==> config.mk <==
export PLATFORM = sky130hd
export DESIGN_NAME = prd_dma_engine
export DESIGN_NICKNAME = d
export VERILOG_FILES = /design/src/rtl/prd_dma_pkg.sv /design/src/rtl/prd_desc_unpack.sv /design/src/rtl/prd_chunk_calc.sv /design/src/rtl/prd_backoff_timer.sv /design/src/rtl/prd_dma_engine.sv
export SDC_FILE = /design/constraint.sdc
export NUM_CORES = 1
export LEC_CHECK = 0
export ABC_AREA = 1
export BUFFER_PORTS_ARGS = -buffer_cell sky130_fd_sc_hd__buf_2
export CAP_MARGIN = 10
export CELL_PAD_IN_SITES_DETAIL_PLACEMENT = 1
export CELL_PAD_IN_SITES_GLOBAL_PLACEMENT = 1
export CORE_MARGIN = 1.5
export CORE_UTILIZATION = 41
export DETAILED_ROUTE_END_ITERATION = 12
export PLACE_DENSITY = 0.93
export SYNTH_ARGS = -nofsm -noshare
export SYNTH_HDL_FRONTEND = slang
export SYNTH_HIERARCHICAL = 1
export SYNTH_SLANG_ARGS = --single-unit
==> constraint.sdc <==
create_clock -name clk -period 4.8 [get_ports clk]
set_input_delay 0.48 -clock clk [delete_from_list [all_inputs] [get_ports clk]]
set_output_delay 0.48 -clock clk [all_outputs]
set_load 0.02 [all_outputs]
==> src/rtl/prd_dma_pkg.sv <==
package prd_dma_pkg;

    localparam int DESC_BYTES = 8;
    localparam int REGION_W   = 17;
    localparam int LAST_BIT   = 63;

    typedef enum logic [2:0] {
        ST_IDLE       = 3'd0,
        ST_DESC_ISSUE = 3'd1,
        ST_DESC_WAIT  = 3'd2,
        ST_DATA_ISSUE = 3'd3,
        ST_DATA_WAIT  = 3'd4,
        ST_REGION_END = 3'd5,
        ST_BACKOFF    = 3'd6
    } eng_state_e;

    typedef struct packed {
        logic [31:0]         base;
        logic [REGION_W-1:0] bytes;
        logic                last;
    } region_t;

endpackage

==> src/rtl/prd_desc_unpack.sv <==
module prd_desc_unpack
    import prd_dma_pkg::*;
(
    input  logic [63:0] raw_i,
    output region_t     region_o
);
    logic [15:0] cnt;
    logic        rsvd_unused;

    assign cnt         = raw_i[47:32];
    assign rsvd_unused = ^raw_i[62:48];

    always_comb begin
        region_o.base  = raw_i[31:0];
        region_o.bytes = (cnt == 16'd0) ? REGION_W'(65536) : REGION_W'(cnt);
        region_o.last  = raw_i[LAST_BIT];
    end
endmodule

==> src/rtl/prd_chunk_calc.sv <==
module prd_chunk_calc
    import prd_dma_pkg::*;
#(
    parameter int PAGE_BYTES = 4096,
    localparam int PG_W      = $clog2(PAGE_BYTES),
    localparam int LEN_W     = PG_W + 1
) (
    input  logic [PG_W-1:0]     page_off_i,
    input  logic [REGION_W-1:0] left_i,
    output logic [LEN_W-1:0]    len_o
);
    logic [REGION_W-1:0] room;

    always_comb begin
        room = REGION_W'(PAGE_BYTES) - REGION_W'(page_off_i);
        if (left_i < room) len_o = LEN_W'(left_i);
        else               len_o = LEN_W'(room);
    end
endmodule

==> src/rtl/prd_backoff_timer.sv <==
module prd_backoff_timer #(
    parameter int CYCLES = 16,
    localparam int CNT_W = $clog2(CYCLES + 1)
) (
    input  logic clk,
    input  logic rst_n,
    input  logic load_i,
    output logic expired_o
);
    logic [CNT_W-1:0] cnt_d, cnt_q;

    always_comb begin
        cnt_d = cnt_q;
        if (load_i)              cnt_d = CNT_W'(CYCLES - 1);
        else if (cnt_q != '0)    cnt_d = cnt_q - 1'b1;
    end

    always_ff @(posedge clk or negedge rst_n) begin
        if (!rst_n) cnt_q <= '0;
        else        cnt_q <= cnt_d;
    end

    assign expired_o = (cnt_q == '0);
endmodule

==> src/rtl/prd_dma_engine.sv <==
module prd_dma_engine
    import prd_dma_pkg::*;
#(
    parameter int PAGE_BYTES     = 4096,
    parameter int SECTOR_BYTES   = 512,
    parameter int BACKOFF_CYCLES = 16,
    parameter int XFER_W         = 18,
    parameter int SECTOR_W       = 32,
    localparam int PG_W          = $clog2(PAGE_BYTES),
    localparam int LEN_W         = PG_W + 1,
    localparam int SEC_SH        = $clog2(SECTOR_BYTES)
) (
    input  logic                clk,
    input  logic                rst_n,
    input  logic                start_i,
    input  logic [31:0]         table_base_i,
    input  logic                dev_dma_ready_i,
    input  logic                to_mem_i,
    input  logic [XFER_W-1:0]   xfer_bytes_i,
    input  logic [SECTOR_W-1:0] sector_i,
    output logic                mem_req_o,
    output logic                mem_we_o,
    output logic [31:0]         mem_addr_o,
    output logic [LEN_W-1:0]    mem_len_o,
    output logic [REGION_W-1:0] mem_buf_off_o,
    input  logic                mem_busy_i,
    input  logic                mem_gnt_i,
    input  logic [63:0]         mem_rdata_i,
    output logic                done_o,
    output logic                abort_o,
    output logic                len_err_o,
    output logic [SECTOR_W-1:0] sector_o,
    output logic [XFER_W-1:0]   bytes_left_o
);

    typedef struct packed {
        eng_state_e          st;
        eng_state_e          resume;
        logic                start_seen;
        logic                to_mem;
        logic [31:0]         tbl_ptr;
        logic [31:0]         rgn_addr;
        logic [REGION_W-1:0] rgn_left;
        logic [REGION_W-1:0] rgn_total;
        logic [REGION_W-1:0] buf_off;
        logic                last;
        logic [XFER_W-1:0]   left;
        logic [SECTOR_W-1:0] sector;
        logic                done;
        logic                abort;
        logic                len_err;
    } eng_regs_t;

    eng_regs_t           regs_d, regs_q;
    region_t             fetched;
    logic [LEN_W-1:0]    chunk_len;
    logic                bo_load;
    logic                bo_expired;
    logic                fetch_desc;
    logic                move_data;
    logic [XFER_W-1:0]   left_after;

    prd_desc_unpack u_unpack (
        .raw_i    (mem_rdata_i),
        .region_o (fetched)
    );

    prd_chunk_calc #(
        .PAGE_BYTES (PAGE_BYTES)
    ) u_chunk (
        .page_off_i (regs_q.rgn_addr[PG_W-1:0]),
        .left_i     (regs_q.rgn_left),
        .len_o      (chunk_len)
    );

    prd_backoff_timer #(
        .CYCLES (BACKOFF_CYCLES)
    ) u_backoff (
        .clk       (clk),
        .rst_n     (rst_n),
        .load_i    (bo_load),
        .expired_o (bo_expired)
    );

    assign fetch_desc = (regs_q.st == ST_DESC_WAIT);
    assign move_data  = (regs_q.st == ST_DATA_WAIT);
    assign left_after = regs_q.left - XFER_W'(regs_q.rgn_total);

    always_comb begin
        regs_d            = regs_q;
        regs_d.done       = 1'b0;
        regs_d.abort      = 1'b0;
        regs_d.len_err    = 1'b0;
        regs_d.start_seen = start_i;
        bo_load           = 1'b0;

        if (regs_q.st != ST_IDLE && !start_i) begin
            regs_d.st    = ST_IDLE;
            regs_d.abort = 1'b1;
        end else begin
            unique case (regs_q.st)
                ST_IDLE: begin
                    if (start_i && !regs_q.start_seen && dev_dma_ready_i) begin
                        regs_d.tbl_ptr = table_base_i & ~32'h3;
                        regs_d.left    = xfer_bytes_i;
                        regs_d.sector  = sector_i;
                        regs_d.to_mem  = to_mem_i;
                        regs_d.st      = ST_DESC_ISSUE;
                    end
                end
                ST_DESC_ISSUE: begin
                    if (mem_busy_i) begin
                        bo_load       = 1'b1;
                        regs_d.resume = ST_DESC_ISSUE;
                        regs_d.st     = ST_BACKOFF;
                    end else begin
                        regs_d.st = ST_DESC_WAIT;
                    end
                end
                ST_DESC_WAIT: begin
                    if (mem_gnt_i) begin
                        regs_d.rgn_addr  = fetched.base;
                        regs_d.rgn_left  = fetched.bytes;
                        regs_d.rgn_total = fetched.bytes;
                        regs_d.last      = fetched.last;
                        regs_d.buf_off   = '0;
                        regs_d.tbl_ptr   = regs_q.tbl_ptr + 32'(DESC_BYTES);
                        regs_d.st        = ST_DATA_ISSUE;
                    end
                end
                ST_DATA_ISSUE: begin
                    if (mem_busy_i) begin
                        bo_load       = 1'b1;
                        regs_d.resume = ST_DATA_ISSUE;
                        regs_d.st     = ST_BACKOFF;
                    end else begin
                        regs_d.st = ST_DATA_WAIT;
                    end
                end
                ST_DATA_WAIT: begin
                    if (mem_gnt_i) begin
                        regs_d.rgn_addr = regs_q.rgn_addr + 32'(chunk_len);
                        regs_d.rgn_left = regs_q.rgn_left - REGION_W'(chunk_len);
                        regs_d.buf_off  = regs_q.buf_off + REGION_W'(chunk_len);
                        if (REGION_W'(chunk_len) == regs_q.rgn_left)
                            regs_d.st = ST_REGION_END;
                        else
                            regs_d.st = ST_DATA_ISSUE;
                    end
                end
                ST_REGION_END: begin
                    regs_d.sector = regs_q.sector
                                  + SECTOR_W'(regs_q.rgn_total >> SEC_SH);
                    regs_d.left   = left_after;
                    if (regs_q.last) begin
                        regs_d.done    = 1'b1;
                        regs_d.len_err = (left_after != '0);
                        regs_d.st      = ST_IDLE;
                    end else begin
                        regs_d.st = ST_DESC_ISSUE;
                    end
                end
                ST_BACKOFF: begin
                    if (bo_expired) regs_d.st = regs_q.resume;
                end
                default: regs_d.st = ST_IDLE;
            endcase
        end
    end

    always_ff @(posedge clk or negedge rst_n) begin
        if (!rst_n) regs_q <= '0;
        else        regs_q <= regs_d;
    end

    assign mem_req_o     = fetch_desc || move_data;
    assign mem_we_o      = move_data && regs_q.to_mem;
    assign mem_addr_o    = fetch_desc ? regs_q.tbl_ptr : regs_q.rgn_addr;
    assign mem_len_o     = fetch_desc ? LEN_W'(DESC_BYTES) : chunk_len;
    assign mem_buf_off_o = fetch_desc ? '0 : regs_q.buf_off;
    assign done_o        = regs_q.done;
    assign abort_o       = regs_q.abort;
    assign len_err_o     = regs_q.len_err;
    assign sector_o      = regs_q.sector;
    assign bytes_left_o  = regs_q.left;

endmodule

# Yosys cells after proc, flatten, opt, wreduce, memory -nomap -nowiden
# Index checks and enable logic that the tools add are counted.
word_totals:
  reg_bits: 182
  elab_cells: 107
  out_inout_bits: 117
  input_bits: 153
op_classes:
  mux: 39
  magnitude_cmp: 1
  n_bitwise: 1
  reduce_logical: 26
  add_sub_neg: 8
  n_eq_ne: 16
ops:
  columns: ["cell", "n"]
  rows:
  - ["$mux W116", 1]
  - ["$pmux W50 S2", 1]
  - ["$pmux W49 S2", 1]
  - ["$mux W32", 2]
  - ["$pmux W32 S2", 1]
  - ["$mux W17", 3]
  - ["$mux W50", 1]
  - ["$mux W49", 1]
  - ["$pmux W17 S2", 1]
  - ["$add A32 B13 Y32", 1]
  - ["$add A32 B4 Y32 const B", 1]
  - ["$add A32 B8 Y32", 1]
  - ["$mux W3", 9]
  - ["$mux W13", 2]
  - ["$pmux W3 S7", 1]
  - ["$reduce_bool A18 Y1", 1]
  - ["$sub A18 B17 Y18", 1]
  - ["$add A17 B13 Y17", 1]
  - ["$eq A13 B17 Y1", 1]
  - ["$lt A17 B17 Y1", 1]
  - ["$sub A17 B13 Y17", 1]
  - ["$logic_not A16 Y1", 1]
  - ["$reduce_and A4 Y1", 4]
  - ["$sub A13 B12 Y14 const A", 1]
  - ["other kinds (22)", 52]

# Logic depth before layout (Yosys ltp)
depth:
  word_depth: 8
  mapped_depth: 32
  ltp_nobuf: 31

# By module
# Netlist, hierarchy kept.
by_module_without_submodules:
  columns: ["module", "cells_per_inst", "area_each_um2", "seq_area_each_um2", "n_inst"]
  rows:
  - ["prd_dma_engine", 2132, 14112.3, 4354.2, 1]
  - ["prd_chunk_calc", 161, 838.3, 0.0, 1]
  - ["prd_desc_unpack", 76, 411.6, 0.0, 1]
  - ["prd_backoff_timer", 33, 259.0, 125.1, 1]

# Least setup slack after synthesis
# OpenSTA, ideal clock, no wires.
synth_timing:
  path_kind: "reg2reg"
  from: "reg regs_q[105]"
  to: "reg regs_q[133]"
  path_stages_with_launch: 30
  required_time_ns: 4.722
  synth_period_minus_slack_ns: 3.835
  slack_ns: 0.965
  arrival_time_ns: 3.758
  n_path_buf: 0
  cell_sequence: "dfrtp_1 inv_2 ha_1 nand3_1 nor2_1 xor2_1 inv_1 ha_1 nand2_1 nor2_1 nand3_1 nor2_2 nor2_4 nand2_4 nand2_1 nand2_1 ha_1 inv_1 fa_1 o21ai_0 nand2_1 nand2_1 nand2_1 nand2_1 nand2_1 nand2_1 nand2_1 nand2_1 nand2_1 a21boi_1"
synth_between:
  elab_chain_cells: 6
synth_rtl:
  columns: ["item", "line_no", "rtl"]
  rows:
  - ["start: declaration", "prd_dma_engine.sv:54", "eng_regs_t regs_d, regs_q;"]
  - ["start signal: assignment", "prd_dma_engine.sv:173", "else regs_q <= regs_d;"]
  - ["$sub A13 B12 Y14 (*)", "prd_chunk_calc.sv:15", "room = REGION_W'(PAGE_BYTES) - REGION_W'(page_off_i);"]
  - ["$lt A17 B17 Y1", "prd_chunk_calc.sv:16", "if (left_i < room) len_o = LEN_W'(left_i);"]
  - ["$mux W13 (*)", "prd_chunk_calc.sv:16", null]
  - ["via chunk_len[0]", "prd_dma_engine.sv:56", "logic [LEN_W-1:0] chunk_len;"]
  - ["$add A32 B13 Y32 (*)", "prd_dma_engine.sv:142", "regs_d.rgn_addr = regs_q.rgn_addr + 32'(chunk_len);"]
  - ["$mux W49 (*)", "prd_dma_engine.sv:141", "if (mem_gnt_i) begin"]
  - ["$pmux W49 S2 (*)", "prd_dma_engine.sv:101", "unique case (regs_q.st)"]
# Mark *: on every way through the listed nets, which the timed path passes. The rest lies on a longest branch. The select of a mux whose other input is x is not followed.
# A chain may end at the register's enable or synchronous reset.

# Final worst setup path
layout_timing:
  from: "reg regs_q[106]"
  to: "reg regs_q[127]"
# Same word-level chain as after synthesis.

==> summary by stage <==
Setup path
STA puts the critical path data arrival time at roughly 5.1 ns. The number of buffer and inverter instances along the worst setup path is 4. The most numerous cell type found on the critical path is sky130_fd_sc_hd__nand2_1. The worst setup path is captured at a flop. The worst setup path is launched from a flop. The cell family contributing the most delay on the critical path is simple AND/OR/NAND/NOR gates.

The stage delay of the slowest cell on the critical path is 0.49 ns. The highest net fanout along the worst path is 8. Data on the critical path is required at its endpoint by roughly 5.2 ns. The cell with the largest stage delay on the worst path is sky130_fd_sc_hd__ha_1. The critical path in this run is classified as reg2reg.

Route
After detailed routing, the met3 layer carries around 3.6 mm of wire. In the routed design, unresolved DRC markers number 0. Dividing the detail-routed wire length by the instance count gives between 15 and 20 um. For this block, wires on met1 add up to ~24 mm. The wire length on met2 is between 20 and 30 mm. The top metal layer carrying routed signals is met5. In this run, the number of DRC markers left after iteration 0 of detailed routing was 1053. The detailed-route vias per instance is 5.62.

Across all layers, the routed design uses 17200 vias. The antenna violation net count after detailed routing is 0. After detailed routing, the total wire length is approximately 60 mm. The number of optimization iterations in the first detailed-route pass is 5.

Die
The floorplan die area is approximately 40000 um^2. The initial utilization of the core area, before any placement, comes to 0.416. After floorplanning, the core was sized to cover 37600 um^2. The die is 198 um tall. between 200 and 300 I/O pins were placed.

In this run the core area contains just over 70 standard-cell rows. Measured along the x axis, the die boundary spans approximately 200 um.

STA
The final hold violation count is 0. The highest clock rate is 213 MHz. Between clock sinks in the finished design, the worst skew comes to between 0.01 and 0.015 ns. The slew at the pin with the worst max-slew slack is roughly 1.1 ns.

The clock period minus final worst setup slack is 4.69 ns. The worst pin sits at a relative slew slack of 0.234. The slack of the critical path is between 0.1 and 0.15 ns. The final sum of negative setup slack is 0 ns. The max-slew violation count is 0. The final-report setup violation count is 0. Of the available clock period, the critical path in the final layout requires 0.978.

Global routing
The via count of the first global-routing pass was 17600. The global route total overflow is 0. The first global-routing pass estimated ~92 mm of wire. The total global-route track usage is 0.295.

The pin count of the biggest net entering global routing is 97. The number of antenna violations at the first check in global routing came to 4.

CTS
The sink count of the clock tree is between 150 and 200. The clock tree root driver cell is sky130_fd_sc_hd__clkbuf_16. The number of clock buffers added by TritonCTS is 17.

TritonCTS built the clock tree. Counting along the longest clock path gives a buffer depth of 2. CTS built an H-tree with a depth of 4.

The clock input transition at the sequential cells of the worst setup and hold paths is approximately 0.080 ns. For the worst-skew pair, the clock arrives at the later sink with an insertion delay of between 0.4 and 0.5 ns.

Synthesis
The average size of a mapped cell is 6.50 um^2. The dominant cell by count in the synthesized netlist is sky130_fd_sc_hd__nand2_1. Counting flops with an async set or reset pin after synthesis yields a share of 1.00. Synthesis produced a netlist whose cell count is between 2000 and 2500. Counting every net in the synthesized netlist gives between 2000 and 3000. For this run, the leading register cell type out of synthesis is sky130_fd_sc_hd__dfrtp_1.

The register bit count reported by yosys is roughly 180. Counting instances in the post-synthesis netlist gives the leading cell types as sky130_fd_sc_hd__nand2_1, sky130_fd_sc_hd__inv_1, sky130_fd_sc_hd__a21oi_1. The fraction of the yosys area taken by sequential cells is 0.287.

The share of synthesized area in the top cell type comes to 0.287. The number of enable-type register cells in the synthesized netlist is 0. The netlist uses 53 different library cells.

The post-synthesis instance area is 15600 um^2. The biggest area contributor in the post-synthesis netlist is sky130_fd_sc_hd__dfrtp_1. For this run, the number of Yosys warnings is 6.

In the post-synthesis netlist, the biggest area contributors are sky130_fd_sc_hd__dfrtp_1, sky130_fd_sc_hd__nand2_1, sky130_fd_sc_hd__inv_1, sky130_fd_sc_hd__ha_1, sky130_fd_sc_hd__a21oi_1.

Power and ir drop
The maximum vdd drop is a little over 400 uV. Power spread over the standard cell area amounts to ~900 nW/um^2. The cell leakage power is 9.25 nW. The total power is 15.6 mW.

Cells and area
The area growth from synthesis to layout is 11.7%. After the flow finishes, the layout carries non-filler instances totaling between 3000 and 4000. The post-layout net count is roughly 2800. Summing all multi-input logic gate instances after layout gives approximately 9000 um^2. The sequential cells in the finished layout cover a total of around 4500 um^2. Of the cells placed in the final design, the portion with a size suffix greater than 1 is 0.151. The filler cells instantiated in the layout total ~5100.

Hold path
The worst hold path belongs to the class in2async.

Place
The post-DP HPWL is ~44 mm. The number of placed instances, taps included, is 3016. At the end of routability-driven placement, the weighted congestion stood at 0.920. The minimum setup slack after placement is ~0.026 ns.

During placement, the flow inserted port buffers numbering between 200 and 300.

Run status
The flow ran to the end, and the final reports show no timing, DRC or antenna violations.

Run
The count of max-cap constraint violations is 0.
cells in the final DEF, fill, tap and decap left out, types with 4 or more instances in the layout:
master                      synthesis  final
sky130_fd_sc_hd__a21boi_1          16     16
sky130_fd_sc_hd__a21o_1             7      7
sky130_fd_sc_hd__a21oi_1          189    188
sky130_fd_sc_hd__a22oi_1           33     33
sky130_fd_sc_hd__a2bb2oi_1          7      7
sky130_fd_sc_hd__a31oi_1            5      5
sky130_fd_sc_hd__buf_2             25    251
sky130_fd_sc_hd__buf_4             88     21
sky130_fd_sc_hd__bufinv_16          0      4
sky130_fd_sc_hd__clkbuf_16          0     17
sky130_fd_sc_hd__dfrtp_1          179    179
sky130_fd_sc_hd__fa_1               5      4
sky130_fd_sc_hd__ha_1              79     77
sky130_fd_sc_hd__inv_1            330    329
sky130_fd_sc_hd__inv_2             12     13
sky130_fd_sc_hd__nand2_1          657    647
sky130_fd_sc_hd__nand2_2            4     15
sky130_fd_sc_hd__nand3_1          167    165
sky130_fd_sc_hd__nand3b_1           6      6
sky130_fd_sc_hd__nand4_1           36     36
sky130_fd_sc_hd__nor2_1           162    159
sky130_fd_sc_hd__nor2_2            12     14
sky130_fd_sc_hd__nor3_1            37     33
sky130_fd_sc_hd__nor3_2             1      5
sky130_fd_sc_hd__nor4_1            10      9
sky130_fd_sc_hd__o211ai_1          13     13
sky130_fd_sc_hd__o21a_1            11     11
sky130_fd_sc_hd__o21ai_0          149    144
sky130_fd_sc_hd__o21ai_1           15     18
sky130_fd_sc_hd__o21bai_1          13     11
sky130_fd_sc_hd__o22ai_1           13     13
sky130_fd_sc_hd__or2_2             11     11
sky130_fd_sc_hd__xnor2_1           11     11
sky130_fd_sc_hd__xor2_1            17     17
sequential cells by signal, indices dropped and copies added, names as in the netlist:
register,flops
u_backoff/cnt_q,5
len_err_o,1
done_o,1
abort_o,1
sector_o,32
bytes_left_o,18
regs_q,121
worst register-to-register path: stages (launching register included):
cell,delay (ns)
sky130_fd_sc_hd__dfrtp_1,0.43
sky130_fd_sc_hd__inv_2,0.12
sky130_fd_sc_hd__ha_4,0.19
sky130_fd_sc_hd__nand3_2,0.14
sky130_fd_sc_hd__nor2_1,0.16
sky130_fd_sc_hd__xor2_1,0.21
sky130_fd_sc_hd__inv_1,0.07
sky130_fd_sc_hd__ha_1,0.30
sky130_fd_sc_hd__nand2_1,0.08
sky130_fd_sc_hd__nor2_1,0.19
sky130_fd_sc_hd__nand3_1,0.14
sky130_fd_sc_hd__nor2_2,0.15
sky130_fd_sc_hd__nor2_4,0.08
sky130_fd_sc_hd__buf_4,0.18
sky130_fd_sc_hd__nand3_1,0.09
sky130_fd_sc_hd__nand2_1,0.25
sky130_fd_sc_hd__ha_1,0.49
sky130_fd_sc_hd__nand2_1,0.17
sky130_fd_sc_hd__o21ai_1,0.27
sky130_fd_sc_hd__nor2_1,0.13
sky130_fd_sc_hd__o21ai_1,0.20
sky130_fd_sc_hd__buf_4,0.18
sky130_fd_sc_hd__nand2_1,0.05
sky130_fd_sc_hd__nand2_1,0.07
sky130_fd_sc_hd__nand3_1,0.10
sky130_fd_sc_hd__a22oi_1,0.19
final timing paths:
| path | cells past startpoint | from | endpoint | slack (ns) |
|---|---|---|---|---|
| setup reg to reg | 25 | regs_q[106] | regs_q[127] | 0.11 |
| hold / removal | 1 | rst_n | sector_o[31] | 0.004 |
| min in group clk | 1 | start_i | regs_q[170] | 0.17 |
| max in group asynchronous | 2 | rst_n | regs_q[88] | 3.61 |
| setup / recovery | 25 | regs_q[106] | regs_q[127] | 0.11 |
| hold reg to reg | 2 | regs_q[171] | regs_q[171] | 0.49 |
layer usage:
metal  track usage  up-vias
li1              -     8008
met1         0.354     8383
met2         0.518      597
met3        0.0523      183
met4         0.122        2
met5             0        -
cell families after synthesis:
kind of cell	Yosys count	share of synthesized area
multiplexers	1	0.000721
buffers and inverters	510	0.148
adder cells (fa/ha/maj)	84	0.0697
AND/OR/NAND/NOR	1115	0.302
AO/OA/AOI/OAI	485	0.177
flip-flops	179	0.287
XOR/XNOR	28	0.0157
cell type report:
type	instances	share of cell area
sequential	179	0.257
tap	511	0.0367
timing repair buffer	274	0.0828
multi-input combinational	1714	0.514
inverter	342	0.0736
clock inverter	14	0.0116
clock buffer	18	0.0246
antenna	2	0.000287
where the power goes:
group	leakage, nW	internal [mW]	switching, mW
Sequential	2.14	2.24	0.913
Clock	0.299	0.880	0.715
Combinational	6.81	3.48	7.41
Total	9.25	6.60	9.04
through the flow:
step | util | instance area, um^2 | hold WS, ns
2_1_floorplan | - | 15600 | 0.184
3_3_place_gp | 0.444 | 16700 | 0.435
3_5_place_dp | 0.444 | 16700 | 0.445
4_1_cts | 0.461 | 17300 | 0.0876
5_1_grt | 0.464 | 17400 | 0.115
6_report | 0.464 | 17400 | 0.00416
what timing repair did:
item	CTS	global route
cloned	0	1
setup buffers	0	3
endpoints found under the setup margin	5	43
gates resized for setup	2	30
pin swaps	0	4
hold buffers	0	0
No activity file was read; power rests on OpenSTA's default activity.
